**src/rtl/seq_cell_pkg.sv**
```systemverilog
package seq_cell_pkg;
  localparam int unsigned MODE_W = 2;

  typedef enum logic [MODE_W-1:0] {
    MODE_DFF  = 2'd0,
    MODE_JK   = 2'd1,
    MODE_DLAT = 2'd2,
    MODE_RS   = 2'd3
  } cell_mode_e;

  function automatic logic is_latch(cell_mode_e m);
    return m[MODE_W-1];
  endfunction
endpackage

```
**src/rtl/seq_cell_clr.sv**
```systemverilog
module seq_cell_clr (
  input  logic clk_i,
  input  logic rst_ni,
  input  logic en_i,
  output logic clr_o
);
  logic en_d;

  always_ff @(posedge clk_i or negedge rst_ni) begin
    if (!rst_ni) begin
      en_d  <= 1'b0;
      clr_o <= 1'b0;
    end else begin
      en_d  <= en_i;
      clr_o <= en_d & ~en_i;
    end
  end


  clr_once_chk: assert property (@(posedge clk_i) disable iff (!rst_ni)
    clr_o |=> !clr_o);
endmodule

```
**src/rtl/seq_cell_route.sv**
```systemverilog
module seq_cell_route
  import seq_cell_pkg::*;
(
  input  cell_mode_e mode_i,
  input  logic       clr_i,
  input  logic       even_en_i,
  input  logic       even_i,
  input  logic       odd_i,
  output logic       a_o,
  output logic       b_o
);
  logic force_l;
  assign force_l = clr_i & is_latch(mode_i);

  // latch clear: data/set low, gate/reset high
  always_comb begin
    a_o = even_i & even_en_i;
    b_o = odd_i;
    if (force_l) begin
      a_o = 1'b0;
      b_o = 1'b1;
    end
  end
endmodule

```
**src/rtl/seq_cell_core.sv**
```systemverilog
module seq_cell_core
  import seq_cell_pkg::*;
(
  input  logic       clk_i,
  input  logic       rst_ni,
  input  cell_mode_e mode_i,
  input  logic       strobe_i,
  input  logic       clr_i,
  input  logic       a_i,
  input  logic       b_i,
  output logic       q_o,
  output logic       err_o
);
  always_ff @(posedge clk_i or negedge rst_ni) begin
    if (!rst_ni) begin
      q_o   <= 1'b0;
      err_o <= 1'b0;
    end else begin
      err_o <= 1'b0;
      if (clr_i && !is_latch(mode_i)) begin
        q_o <= 1'b0;
      end else begin
        unique case (mode_i)
          MODE_DFF:  if (strobe_i && b_i) q_o <= a_i;
          MODE_JK: begin
            if (strobe_i) begin
              unique case ({a_i, b_i})
                2'b01:   q_o <= 1'b0;
                2'b10:   q_o <= 1'b1;
                2'b11:   q_o <= ~q_o;
                default: q_o <= q_o;
              endcase
            end
          end
          MODE_DLAT: if (b_i) q_o <= a_i;
          MODE_RS: begin
            if (a_i && b_i) begin
              q_o   <= 1'b0;
              err_o <= 1'b1;
            end else if (a_i) begin
              q_o <= 1'b1;
            end else if (b_i) begin
              q_o <= 1'b0;
            end
          end
          default: q_o <= q_o;
        endcase
      end
    end
  end


  ff_clr_chk: assert property (@(posedge clk_i) disable iff (!rst_ni)
    (clr_i && !is_latch(mode_i)) |=> !q_o);

  dff_hold_chk: assert property (@(posedge clk_i) disable iff (!rst_ni)
    (mode_i == MODE_DFF && !clr_i && !(strobe_i && b_i)) |=> $stable(q_o));

  jk_toggle_chk: assert property (@(posedge clk_i) disable iff (!rst_ni)
    (mode_i == MODE_JK && strobe_i && a_i && b_i && !clr_i) |=> (q_o != $past(q_o)));

  dlat_follow_chk: assert property (@(posedge clk_i) disable iff (!rst_ni)
    (mode_i == MODE_DLAT && b_i) |=> (q_o == $past(a_i)));

  rs_forbid_chk: assert property (@(posedge clk_i) disable iff (!rst_ni)
    (mode_i == MODE_RS && a_i && b_i) |=> (err_o && !q_o));
endmodule

```
**src/rtl/seq_cell.sv**
```systemverilog
module seq_cell
  import seq_cell_pkg::*;
(
  input  logic              clk_i,
  input  logic              rst_ni,
  input  logic              lclk_rise_i,
  input  logic [MODE_W-1:0] mode_i,
  input  logic              even_en_i,
  input  logic              even_i,
  input  logic              odd_i,
  output logic              q_o,
  output logic              err_o
);
  cell_mode_e mode;
  logic clr, a, b, q_r;

  assign mode = cell_mode_e'(mode_i);

  seq_cell_clr u_clr (
    .clk_i (clk_i),
    .rst_ni(rst_ni),
    .en_i  (even_en_i),
    .clr_o (clr)
  );

  seq_cell_route u_route (
    .mode_i   (mode),
    .clr_i    (clr),
    .even_en_i(even_en_i),
    .even_i   (even_i),
    .odd_i    (odd_i),
    .a_o      (a),
    .b_o      (b)
  );

  seq_cell_core u_core (
    .clk_i   (clk_i),
    .rst_ni  (rst_ni),
    .mode_i  (mode),
    .strobe_i(lclk_rise_i),
    .clr_i   (clr),
    .a_i     (a),
    .b_i     (b),
    .q_o     (q_r),
    .err_o   (err_o)
  );

  // flip-flop modes clear without waiting for an edge
  assign q_o = q_r & ~(clr & ~is_latch(mode));
endmodule

```
**config.mk**
```make
export PLATFORM = sky130hd
export DESIGN_NAME = seq_cell
export DESIGN_NICKNAME = d
export VERILOG_FILES = /design/src/rtl/seq_cell_pkg.sv /design/src/rtl/seq_cell_clr.sv /design/src/rtl/seq_cell_route.sv /design/src/rtl/seq_cell_core.sv /design/src/rtl/seq_cell.sv
export SDC_FILE = /design/constraint.sdc
export NUM_CORES = 1
export LEC_CHECK = 0
export BUFFER_PORTS_ARGS = -buffer_cell sky130_fd_sc_hd__buf_2
export CORE_AREA = 4 4 41 43
export DETAILED_ROUTE_END_ITERATION = 8
export DIE_AREA = 0 0 45 47
export GPL_TIMING_DRIVEN = 0
export HOLD_SLACK_MARGIN = 0.1
export PLACE_DENSITY = 0.37
export SLEW_MARGIN = 20
export SYNTH_ARGS = -nofsm -noshare
export SYNTH_HDL_FRONTEND = slang
export SYNTH_SLANG_ARGS = --single-unit
```
**constraint.sdc**
```tcl
create_clock -name clk_i -period 1.5 [get_ports clk_i]
set_clock_uncertainty 0.2 [all_clocks]
set_input_delay 0.075 -clock clk_i [delete_from_list [all_inputs] [get_ports clk_i]]
set_output_delay 0.075 -clock clk_i [all_outputs]
set_load 0.05 [all_outputs]
```
# Word-level counts from Yosys, hierarchy flattened
# Cells that the tools add are included.
# Widths: inputs -> output; s select.
[word_totals]
register_bits = 4
in_bits = 8
output_inout_bits = 2
elab_cells = 44
[classes]
n_eq_ne = 11
mux = 14
n_bitwise = 9
n_reduce_logical = 6
[op_table]
columns = ["operator", "count"]
rows = [
  ["$mux 1", 12],
  ["$ne 5x1->1 const B", 2],
  ["$eq 2x2->1 const B", 4],
  ["$ne 3x1->1 const B", 2],
  ["$and 1x1->1", 5],
  ["$reduce_and 5->1", 1],
  ["$eq 2x1->1 const B", 2],
  ["$not 1->1", 4],
  ["$pmux 1 s4", 1],
  ["$logic_and 1x1->1", 3],
  ["$ne 3x2->1 const B", 1],
  ["$pmux 1 s3", 1],
  ["$logic_not 2->1", 1],
  ["$logic_not 1->1", 1],
]

# Logic depth before layout (Yosys ltp)
# Gate-level depths: netlist (run 1).
[depth]
depth_word = 7
mapped_depth = 3
mapped_depth_nobuf = 3

# By module
# Synthesis (run 1) repeated with hierarchy kept, for this count alone.
[hier_totals]
hier_cells = 30
area_unflattened_um2 = 305.3
[by_module_without_submodules]
columns = ["module", "instances", "cells_each", "area_each_um2", "seq_area_each_um2"]
rows = [
  ["seq_cell_core", 1, 22, 214.0, 50.0],
  ["seq_cell_clr", 1, 3, 63.8, 50.0],
  ["seq_cell_route", 1, 3, 16.3, 0.0],
  ["seq_cell", 1, 2, 11.3, 0.0],
]

# Worst setup path after synthesis (run 1)
# OpenSTA, ideal clock, no wires.
[synth_path]
path_type = "register -> output"
startpoint = "register u_clr.clr_o"
endpoint = "output port q_o"
t_arrival_ns = 1.534
t_required_ns = 1.225
setup_slack_ns = -0.309
path_stages_with_launch = 2
path_buffers = 0
path_cell_list = "dfrtp_1 a21boi_0"
[synth_between]
elab_chain_len = 3
[synth_lines]
columns = ["element", "line", "rtl"]
rows = [
  ["start, declared", "seq_cell_clr.sv:5", "output logic clr_o"],
  ["start signal, assigned", "seq_cell_clr.sv:15", "clr_o <= en_d & ~en_i;"],
  ["$and 1x1->1", "seq_cell.sv:49", "assign q_o = q_r & ~(clr & ~is_latch(mode));"],
  ["$not 1->1", "seq_cell.sv:49", ""],
  ["$and 1x1->1", "seq_cell.sv:49", ""],
  ["end, declared", "seq_cell.sv:11", "output logic q_o,"],
]
# Every way passes these cells.

# Worst setup path in the final report (run 1)
[layout_path]
startpoint = "input port mode_i[1]"
endpoint = "output port q_o"
[layout_between]
elab_chain_len = 4
[layout_lines]
columns = ["element", "line", "rtl"]
rows = [
  ["start, declared", "seq_cell.sv:7", "input logic [MODE_W-1:0] mode_i,"],
  ["$not 1->1", "seq_cell.sv:49", ""],
  ["$and 1x1->1", "seq_cell.sv:49", ""],
  ["$not 1->1", "seq_cell.sv:49", ""],
  ["$and 1x1->1", "seq_cell.sv:49", ""],
]
# Every way passes these cells.

==> results.toml, run 1 <==
[cts]
clk_latency_ns = 0.23
clock_tree_from_tritoncts = "yes"
clk_transition_reported_paths_ns = 0.04
cts-buffers-inserted = 3
clock_sink_count = 4
htreeDepth = 1
clock_tree.root_cell = "sky130_fd_sc_hd__clkbuf_4"
cts-root-to-sink-buffers = 2

[detailed_routing]
first_pass_iters = 4
num_vias = 212
initialDrtViolationCount = 3
postRouteAntennaNets = 0
routed_wire_length_per_instance_um = 10.1
detail_route.vias_per_cell = 4.08
total_routed_length_um = 523
remaining_drcs = 0

[timing]
layout_worst_path_cycle_share_pct = 94.1
final_period_minus_worst_setup_slack_ns = 1.41
drv_slew = 0
timing_worst_slew_pin_value_ns = 0.270
setup_viol_count_final = 0
grt_setup_unrepaired = "false"
fin_setup_tns_ns = 0
relSlewSlack_pct = 82.0
finalHoldViolations = 0
timing.fmax_mhz = 709

[worst_hold_path]
min_path_type = "flop to flop"

[pwr]
power.internal_w = 0.000241
p_leak_nw = 0.162
power.ir.vdd_worst_v = 0.000366
report.power.total_w = 0.000325
p_switching_w = 0.0000842
switching_share_pct = 25.9
p_per_area_nw_per_um2 = 942
comb_power_share_pct = 21.9
pwr-share-seq_pct = 37.6
clockPowerShare_pct = 40.5

[worst_setup_path]
worstPathCellList = "dlygate4sd3_1 -> buf_2 -> inv_1 -> a21boi_1 -> buf_4"
critical-path-slowest-cell = "sky130_fd_sc_hd__dlygate4sd3_1"
cp_slowest_stage_delay_ns = 0.53
crit_fanout = 4
worstPathBufferInverterCount = 4
reg2reg_setup_slack_ns = 0.22
worstSetupStartpointType = "input pin"
critPathRequiredTime_ns = 1.22
worstSetupPathType = "input pin to output pin"
timing.critical_path.max_delay_family = "buffers and inverters"
critPathCaptureType = "output pin"
worst-endpoint-arrival_ns = 1.14

[floorplan]
dieWidth_um = 45
core.rowCount = 13
initial_core_util_pct = 13.6
die_y_um = 47
floorplan.core_area_um2 = 1300
die-area_um2 = 2120
boundaryPins = 10

[finish]
multi_input_comb_area_um2 = 72.6
final_cells = 52
area.growth.synth_to_final_pct = 95.7
num_antenna_cells = 0
layout-drive-gt1-share_pct = 32.4
final_layout_net_count = 47
filler_cell_count = 153
storage_element_area_um2 = 100

[run_status]
run_status = "finished clean"

[synth]
synth.yosys.warnings = 0
mappedNetlistNets = 25
syn-cell-area_um2 = 176
yosysSeqAreaShare_pct = 56.7
post_synth_inst_count = 17
synth.avg_cell_area_um2 = 10.4
ys_seq_elements = 4
post_synth_num_cell_types = 13

[grt]
grt_pass1_wl_um = 793
grt.total_usage_pct = 6.02
grt_overflow_total = 0
antenna_found_initial = 0
grt_start_max_net_pins = 7
grt_pass1_vias = 192

[place]
dp_hpwl_um = 402
port_buffers = 9
place.detailed.instances = 41
gp_congestion = 0.792

[job]
max_cap_viol_count = 0
worst reg2reg max path, delay by kind of cell, from the launching register on:
family          cells  cell delay, ns
compound gates      3            0.54
flops               1            0.43
sequential cells by signal (all words and copies together) (netlist names):
register and count:
u_core.err_o 1, u_clr.en_d 1, u_core.q_o 1, u_clr.clr_o 1
power groups by stage:
| stage | logic, W | clock network, W | registers [W] |
|---|---|---|---|
| detailed placement | 0.0000535 | 0 | 0.000124 |
| finish | 0.0000713 | 0.000132 | 0.000122 |
| floorplan | 0.0000309 | 0 | 0.000123 |
| CTS | 0.0000697 | 0.000141 | 0.000122 |
| global route | 0.0000773 | 0.000151 | 0.000123 |
| global placement | 0.0000523 | 0 | 0.000123 |
layout by cell type, fill, tap and decap left out, types with 2 or more instances in the layout:
cell type                       synthesis  layout
sky130_fd_sc_hd__buf_2                  0       8
sky130_fd_sc_hd__clkbuf_4               0       3
sky130_fd_sc_hd__dfrtp_1                4       4
sky130_fd_sc_hd__dlygate4sd3_1          0       8
sky130_fd_sc_hd__nor3_1                 2       2
cells by family (layout without fill, tap and decap cells):
group | Yosys count | count (layout) | share of synthesized area, %
DFF | 4 | 4 | 56.7
AOI/OAI and AO/OA | 6 | 6 | 24.8
and+or+nand+nor | 6 | 6 | 16.3
buffers and inverters | 1 | 21 | 2.13
final timing paths:
path,from,endpoint,cells past startpoint
worst min-delay path,u_clr.en_d$_DFF_PN0_,u_clr.clr_o$_DFF_PN0_,1
min in group asynchronous,rst_ni,u_core.err_o$_DFF_PN0_,3
max in group asynchronous,rst_ni,u_clr.en_d$_DFF_PN0_,3
worst min register to register,u_clr.en_d$_DFF_PN0_,u_clr.clr_o$_DFF_PN0_,1
worst max register to register,u_clr.clr_o$_DFF_PN0_,u_core.q_o$_DFFE_PN0P_,3
worst max-delay path,mode_i[1],q_o,5
routing by layer:
layer / vias up / wire length [µm] / track usage (%)
met4: 0 / 0 / 7.02
li1: 105 / - / -
met1: 106 / 209 / 6.41
met2: 1 / 310 / 7.63
met3: 0 / 3 / 3.45
met5: - / 0 / 0
metrics by stage:
stage / hold slack, ns / cell area [µm²] / setup WS, ns / util [%]
final: 0.262 / 345 / 0.0887 / 26.5
after global routing: 0.301 / 345 / 0.0107 / 26.5
after CTS: 0.278 / 343 / 0.0475 / 26.3
after detailed placement: -0.316 / 240 / 0.198 / 18.5
after global placement: -0.319 / 240 / 0.256 / 18.5
after floorplan: -0.421 / 176 / 0.0749 / -
cell type report:
type | count | share of cell area, %
clock buffer | 3 | 6.52
multi-input combinational | 12 | 21.0
sequential | 4 | 29.0
inverter | 1 | 1.09
tap | 15 | 5.43
timing repair buffer | 17 | 37.0
what timing repair did:
action	4_1_cts	5_1_grt
hold buffers	8	0
hold endpoints to repair	8	0
setup endpoints to repair	0	1
buffers inserted	0	0
resized for setup	0	2
synth_stat cells:
cell	number	area [µm²]
sky130_fd_sc_hd__a21oi_1	1	5.00
sky130_fd_sc_hd__nor2_1	1	3.75
sky130_fd_sc_hd__nor2b_1	1	6.26
sky130_fd_sc_hd__o22ai_1	1	6.26
sky130_fd_sc_hd__a311oi_1	1	8.76
sky130_fd_sc_hd__a221oi_1	1	8.76
sky130_fd_sc_hd__nand3_1	1	5.00
sky130_fd_sc_hd__o21bai_1	1	7.51
sky130_fd_sc_hd__dfrtp_1	4	100
sky130_fd_sc_hd__nor3_1	2	10.0
sky130_fd_sc_hd__a21boi_0	1	7.51
sky130_fd_sc_hd__inv_1	1	3.75
sky130_fd_sc_hd__nand2_1	1	3.75
No activity file was read; power rests on OpenSTA's default activity.
==> run 2: changes to the inputs <==
Settings changed: CELL_PAD_IN_SITES_DETAIL_PLACEMENT set to 1, CELL_PAD_IN_SITES_GLOBAL_PLACEMENT set to 2, PLACE_DENSITY 0.37 to 0.53.
==> results.toml, run 2 (same netlist as run 1, synthesis figures left out) <==
[timing]
grt_setup_unrepaired = "false"
timing.fmax_mhz = 708
finalHoldViolations = 0
timing_worst_slew_pin_value_ns = 0.230
setup_viol_count_final = 0
fin_setup_tns_ns = 0
layout_worst_path_cycle_share_pct = 94.1
drv_slew = 0
final_period_minus_worst_setup_slack_ns = 1.41
relSlewSlack_pct = 84.5
final.hold.worst_slack_ns = 0.270

[job]
max_cap_viol_count = 0

[detailed_routing]
initialDrtViolationCount = 6
remaining_drcs = 0
postRouteAntennaNets = 0
detail_route.vias_per_cell = 4.15
first_pass_iters = 4
total_routed_length_um = 588
routed_wire_length_per_instance_um = 11.3
num_vias = 216

[place]
port_buffers = 9
placedInstanceArea_um2 = 240
dp_hpwl_um = 386
gp_congestion = 0.619

[pwr]
pwr-share-seq_pct = 37.5
clockPowerShare_pct = 39.8
power.internal_w = 0.000242
p_per_area_nw_per_um2 = 931
p_leak_nw = 0.162
report.power.total_w = 0.000325
power.ir.vdd_worst_v = 0.000492
p_switching_w = 0.0000829
comb_power_share_pct = 22.7
switching_share_pct = 25.5

[grt]
grt_pass1_wl_um = 1010
grt_overflow_total = 0
antenna_found_initial = 0
grt_start_max_net_pins = 7
grt.total_usage_pct = 7.14
grt_pass1_vias = 255

[cts]
clock_tree_from_tritoncts = "yes"
htreeDepth = 1
cts-root-to-sink-buffers = 2
clk_latency_ns = 0.23
cts-buffers-inserted = 3
clk_transition_reported_paths_ns = 0.03
clock_sink_count = 4
clock_tree.root_cell = "sky130_fd_sc_hd__clkbuf_4"

[floorplan]
boundaryPins = 10
floorplan.core_area_um2 = 1300
die-area_um2 = 2120
core.rowCount = 13
dieWidth_um = 45
die_y_um = 47
initial_core_util_pct = 13.6

[worst_setup_path]
crit_fanout = 4
critPathRequiredTime_ns = 1.22
worstSetupPathType = "input pin to output pin"
worstSetupStartpoint = "mode_i[1]"
ff2ff_path_depth = 3
reg2reg_setup_slack_ns = 0.25
r2r-end = "u_core.q_o$_DFFE_PN0P_"
endpoint = "q_o"
critical_path.reg2reg.startpoint = "u_clr.clr_o$_DFF_PN0_"
worst-endpoint-arrival_ns = 1.14
worstSetupStartpointType = "input pin"
critPathCaptureType = "output pin"

[finish]
area.growth.synth_to_final_pct = 97.9
layout-drive-gt1-share_pct = 35.1
num_antenna_cells = 0
layout_common_cells = "sky130_fd_sc_hd__dlygate4sd3_1, sky130_fd_sc_hd__buf_2, sky130_fd_sc_hd__dfrtp_1"
final_layout_net_count = 47
design_area_um2 = 349
filler_cell_count = 159

[worst_hold_path]
min_path_type = "flop to flop"

[run_status]
run_status = "finished clean"
[run 2: power by group through the flow]
stage | combinational, W | sequential [W] | clock [W]
3_3_place_gp | 0.0000530 | 0.000123 | 0
6_report | 0.0000737 | 0.000122 | 0.000129
5_1_grt | 0.0000800 | 0.000123 | 0.000147
4_1_cts | 0.0000696 | 0.000122 | 0.000137
2_1_floorplan | 0.0000309 | 0.000123 | 0
3_5_place_dp | 0.0000538 | 0.000123 | 0
[run 2: cell type report]
cell class                      instances  area, µm²  share of cell area [%]
Timing Repair Buffer                   17        128                    36.6
Inverter                                1       3.75                    1.08
Tap cell                               15       18.8                    5.38
Sequential cell                         4        100                    28.7
Clock buffer                            3       22.5                    6.45
Multi-Input combinational cell         12       76.3                    21.9
[run 2: what timing repair did]
action / 4_1_cts / 5_1_grt
hold endpoints to repair: 8 / 0
setup endpoints to repair: 0 / 1
setup buffers: 0 / 0
resized for setup: 0 / 3
hold buffers: 8 / 0
[run 2: layer usage]
layer / up-vias / wire length [µm] / track usage, %
met5: - / 0 / 0
met4: 0 / 0 / 7.02
met3: 0 / 28 / 2.68
met2: 7 / 353 / 13.3
met1: 103 / 206 / 5.53
li1: 106 / - / -
[run 2: worst min-delay path by stage]
stage / from / end / cells past startpoint
5_1_grt: u_clr.en_d$_DFF_PN0_ / u_clr.clr_o$_DFF_PN0_ / 1
3_5_place_dp: rst_ni / u_core.err_o$_DFF_PN0_ / 1
3_3_place_gp: rst_ni / u_core.err_o$_DFF_PN0_ / 1
4_1_cts: u_clr.en_d$_DFF_PN0_ / u_clr.clr_o$_DFF_PN0_ / 1
6_report: u_clr.en_d$_DFF_PN0_ / u_clr.clr_o$_DFF_PN0_ / 1
2_1_floorplan: rst_ni / u_clr.clr_o$_DFF_PN0_ / 0
[run 2: worst max-delay path: stages]
cell	delay, ns
sky130_fd_sc_hd__dlygate4sd3_1	0.52
sky130_fd_sc_hd__buf_2	0.13
sky130_fd_sc_hd__inv_1	0.07
sky130_fd_sc_hd__a21boi_2	0.13
sky130_fd_sc_hd__buf_4	0.20
[run 2: per-stage QoR]
step                setup slack (ns)  std cells  utilization [%]
floorplan                     0.0749         17                -
global placement               0.240         41             18.5
detailed placement             0.258         41             18.5
CTS                           0.0283         52             26.3
global route                  0.0334         52             26.8
finish                        0.0878         52             26.8
==> run 3: changes to the inputs <==
Settings changed: ABC_AREA set to 1, PLACE_DENSITY 0.53 to 0.66.
==> results.toml, run 3 <==
[synth]
asyncSetResetFlopFracSynth_pct = 100
ys_seq_elements = 4
syn-cell-area_um2 = 226
synth_flop_cell = "sky130_fd_sc_hd__dfrtp_1"
ys_top_cells_by_count = "sky130_fd_sc_hd__nand2_1, sky130_fd_sc_hd__inv_1, sky130_fd_sc_hd__nor2_1"
synth_top_area_share_pct = 44.2
post_synth_num_cell_types = 8
ys_top_cells_by_area = "sky130_fd_sc_hd__dfrtp_1, sky130_fd_sc_hd__nand2_1, sky130_fd_sc_hd__inv_1"
post_synth_inst_count = 36
mappedNetlistNets = 44
synth.yosys.warnings = 0
synth_largest_area_cell = "sky130_fd_sc_hd__dfrtp_1"
synth_enable_flop_cells = 0
yosysSeqAreaShare_pct = 44.2
synthMostInstantiatedCell = "sky130_fd_sc_hd__nand2_1"
synth.avg_cell_area_um2 = 6.29

[cts]
cts-buffers-inserted = 3
clock_tree.root_cell = "sky130_fd_sc_hd__clkbuf_4"
clk_transition_reported_paths_ns = 0.04
htreeDepth = 1
post_cts_buffers = 0
clock_sink_count = 4
cts-root-to-sink-buffers = 2
clk_latency_ns = 0.24
clock_tree_from_tritoncts = "yes"

[detailed_routing]
detail_route.vias_per_cell = 3.83
postRouteAntennaNets = 0
initialDrtViolationCount = 1
routed_wire_length_per_instance_um = 8.82
total_routed_length_um = 626
remaining_drcs = 0
num_vias = 272
first_pass_iters = 4

[pwr]
power.internal_w = 0.000241
pwr-share-seq_pct = 35.2
p_leak_nw = 0.237
clockPowerShare_pct = 41.0
comb_power_share_pct = 23.8
switching_share_pct = 28.7
p_per_area_nw_per_um2 = 856
p_switching_w = 0.0000972
report.power.total_w = 0.000339
power.ir.vdd_worst_v = 0.000385

[worst_setup_path]
reg2reg_setup_slack_ns = 0.38
critPathRequiredTime_ns = 1.22
worst-endpoint-arrival_ns = 1.15
crit_fanout = 5
worstSetupStartpointType = "input pin"
worstSetupPathType = "input pin to output pin"
critPathCaptureType = "output pin"

[timing]
timing.fmax_mhz = 702
timing_worst_slew_pin_value_ns = 0.244
setup_viol_count_final = 0
grt_setup_unrepaired = "false"
final_period_minus_worst_setup_slack_ns = 1.43
drv_slew = 0
layout_worst_path_cycle_share_pct = 95.0
fin_setup_tns_ns = 0
finalHoldViolations = 0
relSlewSlack_pct = 83.6

[grt]
grt_overflow_total = 0
grt_pass1_vias = 279
grt_pass1_wl_um = 1100
antenna_found_initial = 0
grt_start_max_net_pins = 6
grt.total_usage_pct = 8.23

[finish]
design_area_um2 = 395
filler_cell_count = 179
final_layout_net_count = 66
layout-drive-gt1-share_pct = 21.4
num_antenna_cells = 0
most_frequent_standard_cell_in_the_layout_excluding_fill_and_tap_cells = "sky130_fd_sc_hd__nand2_1"
layout_common_cells = "sky130_fd_sc_hd__nand2_1, sky130_fd_sc_hd__inv_1, sky130_fd_sc_hd__dlygate4sd3_1, sky130_fd_sc_hd__buf_2, sky130_fd_sc_hd__nor2_1"
storage_element_area_um2 = 100
final_cells = 71
area.growth.synth_to_final_pct = 74.6
multi_input_comb_area_um2 = 88.8

[worst_hold_path]
min_path_type = "flop to flop"

[floorplan]
die_y_um = 47
die-area_um2 = 2120
initial_core_util_pct = 17.4
dieWidth_um = 45
boundaryPins = 10
floorplan.core_area_um2 = 1300
core.rowCount = 13

[place]
placedInstanceArea_um2 = 290
place.detailed.instances = 60
port_buffers = 9
gp_congestion = 0.643
dp_hpwl_um = 478

[run_status]
run_status = "finished clean"

[job]
max_cap_viol_count = 0
==> run 3: changes by cell type in the layout (fill, tap and decap cells not counted), sizes merged, moves of 2 or more <==
cell,delta
nor3,-2
nor2,+6
inv,+9
nand2,+10
==> run 3: kinds of logic after synthesis <==
kind of cell / synth area share [%]
compound gates: 4.42
buf+inv: 16.6
flops: 44.2
simple gates: 34.8
==> run 3: final cells by class <==
cell class                 instances  area share, %
timing repair buffer              17           32.3
sequential                         4           25.3
inverter                          10           9.49
tap                               15           4.75
clock buffer                       3           5.70
multi-input combinational         22           22.5
==> run 3: metrics by stage <==
step	util, %	hold WS, ns	setup slack, ns
5_1_grt	30.4	0.305	0.00526
4_1_cts	30.2	0.268	0.0406
2_1_floorplan	-	-0.421	0.0322
3_3_place_gp	22.3	-0.319	0.357
3_5_place_dp	22.3	-0.312	0.365
6_report	30.4	0.266	0.0749
==> run 3: worst paths after layout <==
| check | from | endpoint | cells after the start |
|---|---|---|---|
| worst max register to register | u_clr.clr_o$_DFF_PN0_ | u_core.q_o$_DFFE_PN0P_ | 7 |
| worst max-delay path | mode_i[1] | q_o | 5 |
| min in group asynchronous | rst_ni | u_clr.clr_o$_DFF_PN0_ | 3 |
| worst min register to register | u_clr.en_d$_DFF_PN0_ | u_clr.clr_o$_DFF_PN0_ | 2 |
| max in group asynchronous | rst_ni | u_clr.en_d$_DFF_PN0_ | 3 |
| worst min-delay path | u_clr.en_d$_DFF_PN0_ | u_clr.clr_o$_DFF_PN0_ | 2 |
==> run 3: metal layers <==
metal	global-route usage, %	up-vias	wire length, µm
li1	-	146	-
met1	8.45	112	290
met2	12.1	10	265
met3	2.30	4	33
met4	10.5	0	36
met5	0	-	0
==> run 3: power by group through the flow <==
stage | clock [W] | sequential, W | combinational [W]
3_5_place_dp | 0 | 0.000121 | 0.0000640
2_1_floorplan | 0 | 0.000121 | 0.0000398
4_1_cts | 0.000144 | 0.000119 | 0.0000800
6_report | 0.000139 | 0.000119 | 0.0000805
5_1_grt | 0.000154 | 0.000120 | 0.0000910
3_3_place_gp | 0 | 0.000121 | 0.0000635
==> run 3: repair_timing <==
item,CTS,global route
endpoints found under the hold margin,8,0
hold buffers,8,0
resized for setup,0,1
setup endpoints to repair,0,1
==> run 3: worst max-delay path, cell delays in order <==
cell and delay [ns]:
sky130_fd_sc_hd__dlygate4sd3_1 0.52, sky130_fd_sc_hd__buf_2 0.13, sky130_fd_sc_hd__inv_1 0.06, sky130_fd_sc_hd__a21oi_1 0.12, sky130_fd_sc_hd__clkbuf_4 0.24
